### config.mk
export PLATFORM = sky130hd
export DESIGN_NAME = baud_gen_dual
export DESIGN_NICKNAME = d
export VERILOG_FILES = /design/src/rtl/baud_pkg.sv /design/src/rtl/baud_prescale.sv /design/src/rtl/baud_chan.sv /design/src/rtl/baud_gen_dual.sv
export SDC_FILE = /design/constraint.sdc
export NUM_CORES = 1
export LEC_CHECK = 0
export BUFFER_PORTS_ARGS = -buffer_cell sky130_fd_sc_hd__buf_2
export CAP_MARGIN = 15
export CORE_MARGIN = 2
export CORE_UTILIZATION = 34
export CTS_CLUSTER_DIAMETER = 150
export DETAILED_ROUTE_END_ITERATION = 10
export HOLD_SLACK_MARGIN = 0.03
export PLACE_DENSITY = 0.55
export SLEW_MARGIN = 0
export SYNTH_ARGS = -nofsm -noshare
export SYNTH_HDL_FRONTEND = slang
export SYNTH_SLANG_ARGS = --single-unit
### constraint.sdc
create_clock -name clk -period 4.15 [get_ports clk]
set_input_delay 0.2075 -clock clk [delete_from_list [all_inputs] [get_ports clk]]
set_output_delay 0.2075 -clock clk [all_outputs]
set_load 0.02 [all_outputs]
### src/rtl/baud_pkg.sv
package baud_pkg;

  typedef enum logic [1:0] {
    OSR_X16 = 2'b00,
    OSR_X8  = 2'b01,
    OSR_X4  = 2'b10,
    OSR_RSV = 2'b11
  } osr_sel_e;

  localparam int SUB_W = 5;

  // Oversamples per bit for a select code; the spare code falls back to 16.
  function automatic logic [SUB_W-1:0] osr_ticks(input logic [1:0] sel);
    case (osr_sel_e'(sel))
      OSR_X8:  osr_ticks = SUB_W'(8);
      OSR_X4:  osr_ticks = SUB_W'(4);
      default: osr_ticks = SUB_W'(16);
    endcase
  endfunction

endpackage

### src/rtl/baud_prescale.sv
module baud_prescale #(
  parameter int RATIO = 4
) (
  input  logic clk,
  input  logic rst_n,
  input  logic sel_div,
  output logic pre_en
);
  localparam int CW = (RATIO > 1) ? $clog2(RATIO) : 1;
  localparam logic [CW-1:0] LAST = CW'(RATIO - 1);

  logic [CW-1:0] cnt;

  always_ff @(posedge clk) begin
    if (!rst_n)            cnt <= '0;
    else if (cnt == LAST)  cnt <= '0;
    else                   cnt <= cnt + 1'b1;
  end

  assign pre_en = sel_div ? (cnt == LAST) : 1'b1;

  generate
    if (RATIO > 1) begin : g_chk
      // in divided mode two enables never sit on adjacent cycles
      p_pre_gap_r2: assert property (@(posedge clk) disable iff (!rst_n)
        (sel_div && pre_en) |=> !(sel_div && pre_en));
    end
  endgenerate
endmodule

### src/rtl/baud_chan.sv
module baud_chan
  import baud_pkg::*;
#(
  parameter int DIV_W  = 16,
  parameter int FRAC_W = 4
) (
  input  logic              clk,
  input  logic              rst_n,
  input  logic              pre_en,
  input  logic              restart,
  input  logic [DIV_W-1:0]  div_int,
  input  logic [FRAC_W-1:0] div_frac,
  input  logic [1:0]        osr_sel,
  output logic              tick,
  output logic              bit_stb
);
  localparam int LW = DIV_W + 1;

  // Carry out of the phase accumulator marks a lengthened period.
  function automatic logic frac_carry(input logic [FRAC_W-1:0] acc,
                                      input logic [FRAC_W-1:0] frac);
    logic [FRAC_W:0] sum;
    sum = {1'b0, acc} + {1'b0, frac};
    return sum[FRAC_W];
  endfunction

  // Index of the final prescaled cycle of the current period.
  function automatic logic [LW-1:0] period_last(input logic [DIV_W-1:0] n,
                                                input logic stretch);
    return {1'b0, n} - LW'(1) + LW'(stretch);
  endfunction

  logic [DIV_W-1:0]  cnt;
  logic [FRAC_W-1:0] acc;
  logic [SUB_W-1:0]  sub;
  logic              tick_q, bit_q;

  wire              stretch    = frac_carry(acc, div_frac);
  wire [LW-1:0]     last       = period_last(div_int, stretch);
  wire              div_zero   = (div_int == '0);
  wire              period_end = pre_en && !div_zero && ({1'b0, cnt} >= last);
  wire [SUB_W-1:0]  osr_n      = osr_ticks(osr_sel);
  wire              sub_end    = (sub >= osr_n - 1'b1);

  always_ff @(posedge clk) begin
    if (!rst_n) begin
      cnt    <= '0;
      acc    <= '0;
      sub    <= '0;
      tick_q <= 1'b0;
      bit_q  <= 1'b0;
    end else begin
      tick_q <= 1'b0;
      bit_q  <= 1'b0;
      if (restart) begin
        cnt <= '0;
        acc <= '0;
        sub <= '0;
      end else if (period_end) begin
        cnt    <= '0;
        acc    <= acc + div_frac;
        tick_q <= 1'b1;
        if (sub_end) begin
          sub   <= '0;
          bit_q <= 1'b1;
        end else begin
          sub <= sub + 1'b1;
        end
      end else if (pre_en && !div_zero) begin
        cnt <= cnt + 1'b1;
      end
    end
  end

  assign tick    = tick_q;
  assign bit_stb = bit_q;

  // a zero divisor yields no tick
  p_zero_div_silent_r5: assert property (@(posedge clk) disable iff (!rst_n)
    ($past(div_int) == '0) |-> !tick_q);
  // a tick only follows a prescaled enable
  p_tick_after_pre_r2: assert property (@(posedge clk) disable iff (!rst_n)
    tick_q |-> $past(pre_en));
  // the restart edge never emits a tick
  p_restart_quiet_r7: assert property (@(posedge clk) disable iff (!rst_n)
    $past(restart) |-> !tick_q);
  // bit strobes ride on ticks
  p_bit_on_tick_r8: assert property (@(posedge clk) disable iff (!rst_n)
    bit_q |-> tick_q);
endmodule

### src/rtl/baud_gen_dual.sv
module baud_gen_dual #(
  parameter int DIV_W     = 16,
  parameter int FRAC_W    = 4,
  parameter int PRE_RATIO = 4
) (
  input  logic              clk,
  input  logic              rst_n,
  input  logic              pre_div4,
  input  logic [1:0]        osr_sel,
  input  logic [DIV_W-1:0]  tx_div_int,
  input  logic [FRAC_W-1:0] tx_div_frac,
  input  logic              tx_div_wr,
  input  logic [DIV_W-1:0]  rx_div_int,
  input  logic [FRAC_W-1:0] rx_div_frac,
  input  logic              rx_div_wr,
  output logic              tx_tick,
  output logic              tx_bit,
  output logic              rx_tick,
  output logic              rx_bit
);
  localparam int NCH = 2;

  logic pre_en;
  logic [NCH-1:0][DIV_W-1:0]  div_i;
  logic [NCH-1:0][FRAC_W-1:0] div_f;
  logic [NCH-1:0]             wr, tk, bs;

  assign div_i = {rx_div_int, tx_div_int};
  assign div_f = {rx_div_frac, tx_div_frac};
  assign wr    = {rx_div_wr, tx_div_wr};

  baud_prescale #(.RATIO(PRE_RATIO)) u_pre (
    .clk(clk), .rst_n(rst_n), .sel_div(pre_div4), .pre_en(pre_en)
  );

  generate
    for (genvar c = 0; c < NCH; c++) begin : g_ch
      baud_chan #(.DIV_W(DIV_W), .FRAC_W(FRAC_W)) u_ch (
        .clk(clk), .rst_n(rst_n), .pre_en(pre_en), .restart(wr[c]),
        .div_int(div_i[c]), .div_frac(div_f[c]), .osr_sel(osr_sel),
        .tick(tk[c]), .bit_stb(bs[c])
      );
    end
  endgenerate

  assign tx_tick = tk[0];
  assign rx_tick = tk[1];
  assign tx_bit  = bs[0];
  assign rx_bit  = bs[1];

  // outputs idle in the cycle after a reset edge
  p_reset_idle_r1: assert property (@(posedge clk)
    $past(!rst_n) |-> !(tx_tick || rx_tick || tx_bit || rx_bit));
endmodule

## Word level (Yosys, flattened, before mapping)

Index checks and enable logic that the tools add are counted.

- Flip-flop bits (word level): 56

- $lt $le $gt $ge: 4
- Reduce and logical (&&, ||, !) cells: 15
- Add/sub/neg operators: 14
- Bitwise logic cells: 3
- Equal/unequal tests: 3
- Muxes and demuxes: 8

Operators by type and width:

| cell | number |
|---|---|
| 17-bit by 1-bit adder with 17-bit output | 2 |
| 16-bit by 17-bit >= comparator with 1-bit output | 2 |
| 16-bit by 1-bit subtractor with 17-bit output (second input constant) | 2 |
| 16-bit by 1-bit adder with 16-bit output (second input constant) | 2 |
| 16-bit logical NOT | 2 |
| 3-bit OR reduction | 4 |
| 4-bit by 4-bit adder with 5-bit output | 2 |
| 5-bit by 1-bit adder with 5-bit output (second input constant) | 2 |
| 5-bit >= comparator | 2 |
| 5-bit two-way mux | 2 |
| 5-bit one-hot mux with 2 select lines | 1 |
| 4-bit adder | 2 |
| 2-bit OR reduction | 3 |
| 1-bit two-way mux | 5 |
| 5-bit by 1-bit subtractor with 5-bit output (second input constant) | 1 |
| 2-bit equality test (second input constant) | 2 |
| 1-bit logical AND | 4 |
| 1-bit NOT | 3 |
| 2-bit by 1-bit adder with 2-bit output (second input constant) | 1 |
| 2-bit by 1-bit equality test with 1-bit output (second input constant) | 1 |
| 1-bit logical NOT | 2 |

## Longest topological paths before layout

Gate-level depths: netlist (run 1).

- Depth in word-level cells: 6
- Depth in mapped cells: 21
- Gate-level depth less buffers: 19

## Modules after synthesis

Synthesis (run 1) repeated with hierarchy kept, for this count alone.

- Cells, all modules: 490
- Area, all modules: 4,056.4 µm²

By module, submodules not included:

| module | cells each | area each (µm²) | times used |
|---|---|---|---|
| baud_chan | 242 | 1,988.2 | 2 |
| baud_prescale | 6 | 80.1 | 1 |

## Worst setup path before layout (run 1)

OpenSTA, ideal clock, no wires.

- Path kind: register to register
- Start point: reg g_ch[1].u_ch.acc[0]
- End point: reg g_ch[1].u_ch.cnt[0]
- Path slack: 0.169 ns
- Clock period less this slack: 3.981 ns
- Buffers on the path: 2
- Required time: 4.033 ns
- Cell stages (with the launch flop): 21
- Arrival: 3.864 ns
- Setup time: 0.117 ns
- Cell sequence: dfxtp_1 -> ha_1 -> inv_1 -> fa_1 -> inv_1 -> a21o_1 -> a21oi_1 -> ha_1 -> nor3b_1 -> nand2_1 -> nor4_1 -> nand3b_1 -> xor2_1 -> ha_1 -> nand3_1 -> o221a_2 -> and3_1 -> clkbuf_1 -> o21ai_2 -> buf_2 -> nor2_1

- Cells in the longest elaborated chain, start to end: 5

Ends and longest elaborated chain:

| item | line | text |
|---|---|---|
| start, declared | baud_chan.sv:34 | `logic [FRAC_W-1:0] acc;` |
| start signal, assigned | baud_chan.sv:61 | `acc <= acc + div_frac;` |
| 4-bit by 4-bit adder with 5-bit output | baud_chan.sv:23 | `sum = {1'b0, acc} + {1'b0, frac};` |
| 17-bit by 1-bit adder with 17-bit output | baud_chan.sv:30 | `return {1'b0, n} - LW'(1) + LW'(stretch);` |
| 16-bit by 17-bit >= comparator with 1-bit output | baud_chan.sv:41 | `wire period_end = pre_en && !div_zero && ({1'b0, cnt} >= last);` |
| 1-bit logical AND | baud_chan.sv:41 |  |
| 3-bit OR reduction (no line) | - |  |
| end signal, assigned | baud_chan.sv:70 | `cnt <= cnt + 1'b1;` |
| end, declared | baud_chan.sv:33 | `logic [DIV_W-1:0] cnt;` |

No other way between the ends.
A chain may end at the register's enable or synchronous reset.

## Worst setup path in the final report (run 1)

- Start point: reg g_ch[1].u_ch.acc[0]
- End point: reg g_ch[1].u_ch.sub[3]

- Cells in the longest elaborated chain, start to end: 4

Ends and longest elaborated chain:

| item | line | text |
|---|---|---|
| 4-bit by 4-bit adder with 5-bit output | baud_chan.sv:23 |  |
| 17-bit by 1-bit adder with 17-bit output | baud_chan.sv:30 |  |
| 16-bit by 17-bit >= comparator with 1-bit output | baud_chan.sv:41 |  |
| 1-bit logical AND | baud_chan.sv:41 |  |
| end signal, assigned | baud_chan.sv:67 | `sub <= sub + 1'b1;` |
| end, declared | baud_chan.sv:35 | `logic [SUB_W-1:0] sub;` |

No other way between the ends.

==> results of run 1 <==
-- state kept, by name, indices dropped and copies added, names as in the netlist --
| register | count |
|---|---|
| u_pre.cnt | 2 |
| g_ch.u_ch.bit_stb | 2 |
| g_ch.u_ch.acc | 8 |
| g_ch.u_ch.sub | 10 |
| g_ch.u_ch.cnt | 32 |
| g_ch.u_ch.tick | 2 |
-- logic make-up (layout without fill, tap and decap cells) --
group                    Yosys count  after routing  synth area share (%)
XOR/XNOR                          59             59                  12.6
AO/OA/AOI/OAI                     78             78                  12.6
adder cells (fa/ha/maj)           56             56                  17.4
flip-flops                        56             56                  27.3
AND/OR/NAND/NOR                  193            193                  24.9
buffers and inverters             43             98                  4.26
multiplexers                       4              4                 0.974
-- per-layer routing --
layer,vias up,GRT usage [%]
met2,56,24.4
met1,1620,19.5
li1,1856,-
met3,9,2.07
met4,0,4.55
met5,-,0
-- cells in the final DEF (no fill, tap or decap), drive strengths merged, types with 5 or more instances in the layout --
master / n
ha: 54
a21oi: 23
nor4: 13
clkbuf: 5
inv: 36
nand2: 29
o21ai: 16
nor2: 52
a21o: 6
o22ai: 6
nand4: 13
xor2: 19
nor2b: 8
xnor2: 40
buf: 54
dfxtp: 56
nand3: 29
nor3: 19
-- through the flow --
step | worst slack [ns] | hold slack (ns) | total power, uW | setup TNS [ns] | util [%]
5_1_grt | -0.0288 | 0.246 | 1180 | -0.0542 | 39.8
3_5_place_dp | 0.0710 | 0.421 | 705 | 0 | 38.1
6_report | 0.308 | 0.241 | 1120 | 0 | 39.8
4_1_cts | 0.0676 | 0.224 | 1130 | 0 | 39.3
3_3_place_gp | 0.195 | 0.412 | 701 | 0 | 38.1
2_1_floorplan | 0.169 | 0.371 | 641 | 0 | -
-- cell type report --
| type | count | area [um^2] |
|---|---|---|
| clock buffer | 5 | 125 |
| clock inverter | 3 | 18.8 |
| fill | 1261 | 7170 |
| inverter | 36 | 135 |
| multi-input combinational | 390 | 2860 |
| sequential | 56 | 1120 |
| tap | 147 | 184 |
| timing repair buffer | 54 | 293 |
-- worst max-delay path, cell delays in order, from the launching register on --
cell and delay [ns]:
dfxtp_1 0.32, ha_1 0.19, inv_1 0.07, fa_1 0.20
inv_1 0.05, a21o_1 0.17, a21oi_1 0.15, ha_1 0.19
nor3b_4 0.21, nand2_2 0.10, nor4_2 0.15, buf_4 0.17
nand3b_1 0.09, xor2_1 0.17, ha_1 0.30, nand3_1 0.12
nor2_2 0.16, o311ai_0 0.17, and3_2 0.30, o21ai_4 0.17
buf_12 0.17, o211ai_1 0.09
-- final timing paths --
kind | startpoint | end | slack, ns
max | g_ch[1].u_ch.acc[0] | g_ch[1].u_ch.sub[3] | 0.31
min | rst_n | u_pre.cnt[0] | 0.24
max reg2reg | g_ch[1].u_ch.acc[0] | g_ch[1].u_ch.sub[3] | 0.31
min reg2reg | u_pre.cnt[0] | u_pre.cnt[0] | 0.43
-- timing repair --
action,in CTS,in global routing
buffers inserted,0,1
hold endpoints to repair,0,0
resized for setup,0,10
setup endpoints to repair,0,43
-- power groups by stage --
stage               Combinational (uW)  Clock, uW  Sequential, uW
finish                             152        421             545
CTS                                149        436             544
global route                       172        461             545
floorplan                         85.0          0             556
global placement                   144          0             557
detailed placement                 148          0             557
==> out/qor.txt, run 1 <==
status: finished, final reports clean
final-report hold violation count: 0
Pre-Repair DR Iteration Count: 4
Die Wd: 114 um
Worst-Margin Slew: 0.695 ns
leakage power: 0.00189 uW
CTS tree: yes
syn avg cell area: 8.41 um^2
highest metal used: met4
Final period util: 92.6%
clk root buf: clkbuf_16
power share of the sequential group: 48.8%
PortBufs: 50
HPWL Detailed: 7.36 mm
Post-Route WL: 9.10 mm
Iter 0 DRT Violations: 158
most numerous cell in the Yosys netlist: dfxtp_1
post-synth top area share: 27.3%
CTS Hold Bufs: 0
clk buf depth: 2
final setup vio count: 0
worst ir drop on vdd: 132 uV
Worst setup SP type: flop
antenna violations before repair: 0
DR vias: 3541
io pins: 51
most frequent cells after synthesis: 56 x dfxtp_1, 54 x ha_1, 51 x nor2_1
Final GP Congestion: 0.825
total grt overflow: 0
distinct cell type count after synthesis: 55
fmax: 0.260 GHz
RSZ-0062 raised after global routing: true
Post-DRT Antenna Nets: 0
instance count of the mapped netlist: 489
Sw Ratio: 25.9%
DR WL/cell: 13.2 um
combinational share of power: 13.6%
Mapped Nets: 592
Switch Pwr: 290 uW
Max FO, Critical Path: 19
Yosys warnings: 0
max-slew violations: 0
Die H: 114 um
Worst Path Required: 4.33 ns
share of layout cells above drive strength 1: 15.4%
htree depth: 2
Synth Flop Type: dfxtp_1
clock tree sinks: 56
global-route wire length before repair: 15.7 mm
DP Cell Count: 682
Post-DP Area: 4540 um^2
DRC errors left: 0
Critical Path Sink Type: flop
mapped cell area: 4110 um^2
Final Skew: 0.00951 ns
PD cells: 236 nW/um^2
Non-Filler Instances: 691
clk_lat worst skew: 0.30 ns
cts bufs inserted: 5
met2 WL post-DR: 4.01 mm
top cells by area, synth: dfxtp_1 27%, ha_1 16%, xnor2_1 8.5%
worst hold path depth: 2
Initial Utilization: 34.5%
Final Instance Area: 4740 um^2
Post-synth EDFFs: 0
met1 WL: 4.65 mm
core box area: 11900 um^2
std cell rows: 40
Worst-path clk slew: 0.07 ns
minimum clock period: 3.84 ns
Worst Reg-to-Reg Cells: 21
Max-Cap Viols: 0
Crit Path Category: flop to flop
drt via density: 5.12
ant diodes: 0
met3 WL post-DR: 302 um
sequential fraction of the synthesis area: 27.3%
Clock power frac: 37.6%
full die area: 13000 um^2
cell taking the most area after synthesis: dfxtp_1
vias in the first global route: 3425
gr usage total: 14.6%
ys async rst share: 0%
largest net degree at the start of global routing: 20
Arr. time, crit path: 4.02 ns
Slew headroom: 53.4%
layout net count: 646
Int Pwr: 828 uW
Synth Register Bits: 56
Area Growth Syn to Fin: 15.2%
Hold Crit Class: input pin to flop
Note: power is estimated with default switching activity, not from simulation.
==> run 2, diff against run 1 <==
Settings changed: CELL_PAD_IN_SITES_DETAIL_PLACEMENT set to 1, CELL_PAD_IN_SITES_GLOBAL_PLACEMENT set to 2, CORE_UTILIZATION 34 to 32, PLACE_DENSITY 0.55 to 0.79.
==> run 2 against run 1 <==
  * Final cell count rose by 3.8%
  * Global-route usage rose by 1.3 points
  * Design area rose by 1.9%
  * Count of clock-buffer cells in the layout rose by 1
  * Fmax barely moved
  * Clock skew rose by 0.0070 ns
  * Non-clock buffer count rose by 1
  * Largest power group unchanged
  * Highest routed layer unchanged
==> out/qor.txt, run 2 (same netlist as run 1, synthesis figures left out) <==
status: finished, final reports clean
Max-Cap Viols: 0
ant diodes: 0
Iter 0 DRT Violations: 82
global-route wire length before repair: 18.4 mm
gr usage total: 15.9%
htree depth: 2
clk root buf: clkbuf_16
Worst-Margin Slew: 0.762 ns
Critical Path Sink Type: flop
Top reg by flops: g_ch.u_ch.cnt
Area Growth Syn to Fin: 17.4%
met2 WL post-DR: 4.94 mm
power share of the sequential group: 45.7%
clk buf depth: 2
PD cells: 247 nW/um^2
largest net degree at the start of global routing: 20
CTS Hold Bufs: 0
CP max-delay cell: dfxtp_1
Worst-path clk slew: 0.07 ns
Final period util: 92.6%
Max FO, Critical Path: 19
full die area: 13800 um^2
worst ir drop on vdd: 164 uV
Sw Ratio: 25.1%
antenna violations before repair: 0
final setup TNS: 0 ns
core box area: 12600 um^2
most common cell after layout, fill and taps aside: dfxtp_1
Die Wd: 117 um
DR WL/cell: 14.5 um
met1 WL: 5.02 mm
total grt overflow: 0
leakage power: 0.00192 uW
final-report hold violation count: 0
max-slew violations: 0
Pre-Repair DR Iteration Count: 4
Initial Utilization: 32.7%
PortBufs: 50
most frequent cells in the layout: 56 x dfxtp_1, 51 x ha_1, 50 x nor2_1, 50 x buf_2, 40 x xnor2_1
Largest regs: g_ch.u_ch.cnt x32, g_ch.u_ch.sub x10, g_ch.u_ch.acc x8
Final Instance Area: 4830 um^2
RSZ-0062 raised after global routing: false
max reg flops: 32
WP buf/inv: 4
cts bufs inserted: 5
final setup vio count: 0
Worst setup SP type: flop
io pins: 51
std cell rows: 41
Multi-input gate area: 2890 um^2
met3 WL post-DR: 305 um
Clock power frac: 41.2%
Crit Path Category: flop to flop
Post-DP Area: 4580 um^2
Post-Route WL: 10.4 mm
Power, Total: 1190 uW
HPWL Detailed: 8.54 mm
Slew headroom: 48.9%
Switch Pwr: 300 uW
Post-DRT Antenna Nets: 0
DRC errors left: 0
register area: 1120 um^2
layout net count: 647
minimum clock period: 3.84 ns
clock tree sinks: 56
share of layout cells above drive strength 1: 16.9%
clk_lat worst skew: 0.30 ns
critical-path cell list: ha_1 > inv_1 > fa_1 > inv_1 > a21o_1 > a21oi_1 > ha_2 > nor3b_4 > nand2_2 > nor4_2 > buf_4 > nor2_1 > ha_1 > and4_1 > a31o_2 > o21ai_0 > and3_2 > o21ai_2 > buf_12 > o211ai_1
drt via density: 5.10
fmax: 0.260 GHz
Die H: 117 um
Final GP Congestion: 0.788
Arr. time, crit path: 4.06 ns
vias in the first global route: 3864
CTS tree: yes
Fillers: 1505
DR vias: 3654
Worst Path Required: 4.37 ns
CP peak stage delay: 0.32 ns
combinational share of power: 13.1%
highest metal used: met4
Final Skew: 0.0165 ns
Hold Crit Class: input pin to flop
Int Pwr: 894 uW
cell family with most CP delay: simple AND/OR/NAND/NOR gates
run 2: area by class of cell:
cell class	count	share of cell area, %
clock buffers	6	2.67
clock inverters	2	0.803
inverters	36	2.80
multi-input cells	390	59.8
flip-flops and latches	56	23.2
well taps	172	4.46
repair buffers	55	6.22
run 2: worst register-to-register path, cell delays in order, from the launching register on:
cell and delay, ns:
dfxtp_1 0.32, ha_1 0.19, inv_1 0.07, fa_1 0.20, inv_1 0.05, a21o_1 0.16, a21oi_1 0.16, ha_2 0.21
nor3b_4 0.21, nand2_2 0.11, nor4_2 0.15, buf_4 0.17, nor2_1 0.06, ha_1 0.28, and4_1 0.22, a31o_2 0.23
o21ai_0 0.25, and3_2 0.31, o21ai_2 0.08, buf_12 0.17, o211ai_1 0.16
run 2: repair_timing:
item / CTS / global route
endpoints found under the setup margin: 0 / 43
buffers inserted: 0 / 1
gates resized for setup: 0 / 20
run 2: final timing paths:
check	startpoint	to	slack (ns)	cells after the start
setup / recovery	g_ch[1].u_ch.acc[0]	g_ch[1].u_ch.sub[3]	0.31	20
setup reg to reg	g_ch[1].u_ch.acc[0]	g_ch[1].u_ch.sub[3]	0.31	20
hold reg to reg	u_pre.cnt[0]	u_pre.cnt[0]	0.45	1
hold / removal	rx_div_wr	g_ch[1].u_ch.sub[4]	0.23	4
run 2: routing by layer:
| metal | vias up | GRT usage, % |
|---|---|---|
| met5 | - | 0 |
| met4 | 0 | 4.22 |
| met3 | 10 | 2.53 |
| met2 | 60 | 27.5 |
| met1 | 1732 | 20.5 |
| li1 | 1852 | - |
run 2: power by group through the flow:
stage / sequential [uW] / clock, uW / combinational, uW
floorplan: 556 / 0 / 85.0
global placement: 557 / 0 / 146
detailed placement: 558 / 0 / 153
CTS: 545 / 504 / 154
global route: 545 / 531 / 177
finish: 545 / 492 / 157
run 2: through the flow:
| stage | hold slack [ns] | cells | util, % | worst slack (ns) |
|---|---|---|---|---|
| 3_5_place_dp | 0.445 | 708 | 36.4 | -0.00454 |
| 5_1_grt | 0.248 | 717 | 38.4 | 0.0154 |
| 2_1_floorplan | 0.371 | 489 | - | 0.169 |
| 4_1_cts | 0.229 | 716 | 37.8 | 0.0141 |
| 3_3_place_gp | 0.412 | 708 | 36.4 | 0.214 |
| 6_report | 0.234 | 717 | 38.4 | 0.307 |
